===== src/rtl/hwloop_pkg.sv =====
package hwloop_pkg;
  // Strobes from control to datapath
  typedef struct packed {
    logic load;   // capture a new top/end/count
    logic step;   // end address reached: consume one pass
  } loop_strobe_t;
endpackage


===== src/rtl/hwloop_datapath.sv =====
module hwloop_datapath
  import hwloop_pkg::*;
#(
  parameter int ADDR_W = 16,
  parameter int CNT_W  = 16
) (
  input  logic              clk,
  input  logic              rstN,
  input  loop_strobe_t      strb,
  input  logic [ADDR_W-1:0] startTop,
  input  logic [ADDR_W-1:0] startEnd,
  input  logic [CNT_W-1:0]  startCount,
  input  logic [ADDR_W-1:0] nextPc,
  output logic [ADDR_W-1:0] loopTop,
  output logic              endMatch,
  output logic              lastIter,
  output logic              cntZero
);
  localparam logic [CNT_W-1:0] CNT_ONE = CNT_W'(1);

  logic [ADDR_W-1:0] loopEnd;
  logic [CNT_W-1:0]  iterCnt;

  always_ff @(posedge clk or negedge rstN) begin
    if (!rstN) begin
      loopTop <= '0;
      loopEnd <= '0;
      iterCnt <= '0;
    end else if (strb.load) begin
      loopTop <= startTop;
      loopEnd <= startEnd;
      iterCnt <= startCount;
    end else if (strb.step) begin
      iterCnt <= iterCnt - CNT_ONE;
    end
  end

  assign endMatch = (nextPc == loopEnd);
  assign lastIter = (iterCnt == CNT_ONE);
  assign cntZero  = (iterCnt == '0);


  step_dec_chk: assert property (@(posedge clk) disable iff (!rstN)
    strb.step |=> (iterCnt == $past(iterCnt) - CNT_ONE));


  load_top_chk: assert property (@(posedge clk) disable iff (!rstN)
    strb.load |=> (loopTop == $past(startTop) && iterCnt == $past(startCount)));
endmodule


===== src/rtl/hwloop_control.sv =====
module hwloop_control
  import hwloop_pkg::*;
#(
  parameter int CNT_W = 16
) (
  input  logic             clk,
  input  logic             rstN,
  input  logic             startValid,
  input  logic [CNT_W-1:0] startCount,
  input  logic             endMatch,
  input  logic             lastIter,
  output loop_strobe_t     strb,
  output logic             loopActive,
  output logic             redirect
);
  logic hit;
  logic startArms;

  assign startArms = (startCount != '0);
  assign hit       = loopActive && endMatch && !startValid;
  assign redirect  = hit && !lastIter;

  always_comb begin
    strb      = '0;
    strb.load = startValid;
    strb.step = hit;
  end

  always_ff @(posedge clk or negedge rstN) begin
    if (!rstN)             loopActive <= 1'b0;
    else if (startValid)   loopActive <= startArms;
    else if (hit && lastIter) loopActive <= 1'b0;
  end


  arm_chk: assert property (@(posedge clk) disable iff (!rstN)
    (startValid && startCount != '0) |=> loopActive);


  zero_start_chk: assert property (@(posedge clk) disable iff (!rstN)
    (startValid && startCount == '0) |=> !loopActive);


  fall_through_chk: assert property (@(posedge clk) disable iff (!rstN)
    (loopActive && endMatch && lastIter && !startValid) |=> !loopActive);
endmodule


===== src/rtl/hwloop_ctrl.sv =====
module hwloop_ctrl
  import hwloop_pkg::*;
#(
  parameter int ADDR_W = 16,
  parameter int CNT_W  = 16
) (
  input  logic              clk,
  input  logic              rstN,
  input  logic              startValid,
  input  logic [ADDR_W-1:0] startTop,
  input  logic [ADDR_W-1:0] startEnd,
  input  logic [CNT_W-1:0]  startCount,
  input  logic [ADDR_W-1:0] nextPc,
  output logic [ADDR_W-1:0] pcOverride,
  output logic              overrideValid,
  output logic              loopActive
);
  loop_strobe_t strb;
  logic endMatch, lastIter, cntZero, redirect;

  hwloop_datapath #(.ADDR_W(ADDR_W), .CNT_W(CNT_W)) dp (
    .clk(clk), .rstN(rstN), .strb(strb),
    .startTop(startTop), .startEnd(startEnd), .startCount(startCount),
    .nextPc(nextPc), .loopTop(pcOverride),
    .endMatch(endMatch), .lastIter(lastIter), .cntZero(cntZero)
  );

  hwloop_control #(.CNT_W(CNT_W)) ctl (
    .clk(clk), .rstN(rstN), .startValid(startValid), .startCount(startCount),
    .endMatch(endMatch), .lastIter(lastIter),
    .strb(strb), .loopActive(loopActive), .redirect(redirect)
  );

  assign overrideValid = redirect;


  live_count_chk: assert property (@(posedge clk) disable iff (!rstN)
    loopActive |-> !cntZero);


  start_quiet_chk: assert property (@(posedge clk) disable iff (!rstN)
    startValid |-> !overrideValid);


  valid_needs_loop_chk: assert property (@(posedge clk) disable iff (!rstN)
    overrideValid |-> loopActive);
endmodule


===== config.mk =====
export PLATFORM = sky130hd
export DESIGN_NAME = hwloop_ctrl
export DESIGN_NICKNAME = d
export VERILOG_FILES = /design/src/rtl/hwloop_pkg.sv /design/src/rtl/hwloop_datapath.sv /design/src/rtl/hwloop_control.sv /design/src/rtl/hwloop_ctrl.sv
export SDC_FILE = /design/constraint.sdc
export NUM_CORES = 1
export LEC_CHECK = 0
export BUFFER_PORTS_ARGS = -buffer_cell sky130_fd_sc_hd__buf_2
export CAP_MARGIN = 20
export CORE_MARGIN = 2
export CORE_UTILIZATION = 30
export CTS_BUF_LIST = sky130_fd_sc_hd__clkbuf_2
export CTS_CLUSTER_SIZE = 30
export DETAILED_ROUTE_END_ITERATION = 10
export HOLD_SLACK_MARGIN = 0.1
export PLACE_DENSITY = 0.53
export SYNTH_ARGS = -nofsm -noshare
export SYNTH_HDL_FRONTEND = slang
export SYNTH_SLANG_ARGS = --single-unit

===== constraint.sdc =====
create_clock -name clk -period 2.34 [get_ports clk]
set_input_delay 0.234 -clock clk [delete_from_list [all_inputs] [get_ports clk]]
set_output_delay 0.234 -clock clk [all_outputs]
set_load 0.02 [all_outputs]

==> results.cfg <==
[floorplanning]
die_area_mm2 = 0.00882
dieHeight_um = 93.9
core_mm2 = 0.00777
chipWidth_um = 93.9
num_io_pins = 85
start_util = 0.312
rows = 32

[global_routing]
grt_usage = 0.162
grt_pass1_wl_um = 11300
antenna_found_initial = 0
grt_max_degree = 50
overflow = 0
grt_pass1_vias = 2371

[critical_path]
path_class = reg2out
worstPathArrival_ns = 2.24
path_cells = nor4_2 -> nand4_1 -> buf_4 -> nor4b_2 -> buf_4 -> nor4_4 -> buf_4
crit_slowest_cell = dfrtp_1
reg2reg_slack_ns = -0.10
critPathMaxFanout = 4
cpPeakStageDelay_ns = 0.49
worst_path_most_repeated_cell = buf_4
worstPathRequired_ns = 2.11
end_kind = primary output
critPathLaunchType = register

[drt]
first_pass_iters = 4
vias = 2309
viasPerCell = 4.83
routed.top_layer = met4
drtIter0Drc = 107
wl_met1_um = 3220
drt_wl_total_um = 6800
wl_met2_um = 3130
drt.antenna.violating_nets = 0
drc_errors = 0
wl_per_cell_um = 14.2
dr_wl_met3_um = 383

[timing]
max_slew_margin = 0.571
rsz0062_at_grt = yes
min_period_ns = 2.47
setup_violations = 4
timing.fmax_mhz = 405
fin_ws_ns = -0.132
fin_skew_ns = 0.0293
totalNegativeSetupSlack_ns = -0.309
min_period_over_period = 1.06
finalMaxSlewViolations = 0
finalHoldViolCount = 0
tightestPinTransition_ns = 0.643

[placement]
pre_cts_slack_ns = 0.113
port-buffer-count = 84
dpl_cell_area_mm2 = 0.00302
dp.cells = 407
dp_hpwl_um = 4310
gp_congestion = 0.770

[run_status]
violations = setup timing
status = complete, but fails checks

[yosys]
yosysTopAreaCellShare = 0.505
synth_seq_area_share = 0.505
yosysMostFrequentCell = dfrtp_1
yosysTopAreaCell = dfrtp_1
synth-seq-cells = 49
avgSynthCellArea_um2 = 10.9
yosys_warnings = 0
synth_flop_cell = dfrtp_1
synth_nets = 291
synth_common_cells = dfrtp_1, mux2_2, nor2_1, a31oi_1, xnor2_1
synth.distinct_cells = 28
synth_edf_count = 0
netlist_area_mm2 = 0.00243
synthTopCellsByArea = dfrtp_1, mux2_2, xnor2_1, a31oi_1, nor2_1
async_flop_share = 1.00
syn_inst = 222

[clocking]
cts_tree = done
clk-insertion-delay-late_ns = 0.46
cts_inserted_buffers = 5
cts_max_path_buffers = 2
htree_levels = 2
cts_root_buffer = clkbuf_2
clk_pin_slew_ns = 0.28
cts.sinks = 49

[layout]
fin_cells = 478
nets = 444
antenna_cells = 0
layout-drive-gt1-share = 0.436
postLayoutCellArea_mm2 = 0.00381
area_growth_pct = 57.2

[pwr]
total_leakage_power_nw = 1.63
ir_drop_mv = 0.263
p_per_area_mw_per_mm2 = 475

[flow_run]
cap_violations = 0

[worst_hold_path]
timing.hold.worst.class = in2reg
## cell usage in the layout (no fill, tap or decap), types with 3 or more instances in the layout
master and count:
o31ai_1 3, nor2_1 18, clkbuf_2 5, or4_1 7, inv_1 6, a31oi_1 15, xnor2_1 12, dlygate4sd3_1 48
buf_2 83, nor4_1 5, o21ai_0 10, xor2_1 3, buf_4 21, or3_1 8, mux2_2 32, nand4_1 6
nand2_1 7, dfrtp_1 49, nand3_1 4
## final timing paths
check                                       to  depth (start not counted)      startpoint
worst max-delay path             overrideValid                          7   dp.iterCnt[5]
min in group asynchronous        dp.loopEnd[0]                          3            rstN
worst min-delay path            dp.iterCnt[13]                          3  startCount[13]
worst max register to register   dp.iterCnt[8]                          8   dp.loopEnd[0]
max in group asynchronous       dp.iterCnt[11]                          3            rstN
worst min register to register  dp.loopTop[12]                          1  dp.loopTop[12]
## power by group
group          switching [W]  internal [W]  leakage [nW]
logic               0.000201      0.000244          1.04
clock network       0.000304     0.0000739        0.0270
registers          0.0000601      0.000928         0.562
## flip-flops by register name, summed over array words and instances, names as in the netlist
| register | cells |
|---|---|
| ctl.loopActive | 1 |
| dp.iterCnt | 16 |
| dp.loopEnd | 16 |
| dp.loopTop | 16 |
## critical path: cells and delay by family (launching register included)
| kind | cells | cell delay, ns |
|---|---|---|
| flip-flops | 1 | 0.49 |
| AND/OR/NAND/NOR | 4 | 0.77 |
| buffers and inverters | 3 | 0.53 |
## timing repair
item	CTS	global route
gates resized for setup	8	13
gates cloned	1	1
pin swaps	17	27
endpoints found under the setup margin	1	18
hold buffers	47	1
hold endpoints to repair	96	1
buffers inserted	15	2
## layer usage
metal | global-route usage | up-vias
met5 | 0 | -
met4 | 0.0362 | 0
met1 | 0.220 | 1105
met2 | 0.263 | 69
met3 | 0.0385 | 8
li1 | - | 1127
## per-stage QoR
stage          total power [W]  utilization  hold slack, ns
6_report               0.00181        0.491           0.128
3_3_place_gp           0.00134        0.389           0.407
4_1_cts                0.00183        0.479           0.100
5_1_grt                0.00192        0.491           0.136
3_5_place_dp           0.00135        0.389           0.395
2_1_floorplan          0.00120            -         -0.0616
## cell families (layout without fill, tap and decap cells)
kind of cell    Yosys count  count (layout)  synth area share
xor+xnor                 16              16            0.0578
flops                    49              49             0.505
fa+ha+maj                 2               2            0.0103
mux                      32              32             0.149
simple gates             71              71             0.160
buf+inv                  17             171            0.0278
compound gates           35              35            0.0903
## layout make-up
cell class	instances	area (µm²)
clock buffer	5	25.0
clock inverter	3	20.0
fill	720	3950
inverter	6	22.5
multi-input combinational	156	1240
sequential	49	1230
tap	102	128
timing repair buffer	157	1160
No activity file was read; power rests on OpenSTA's default activity.
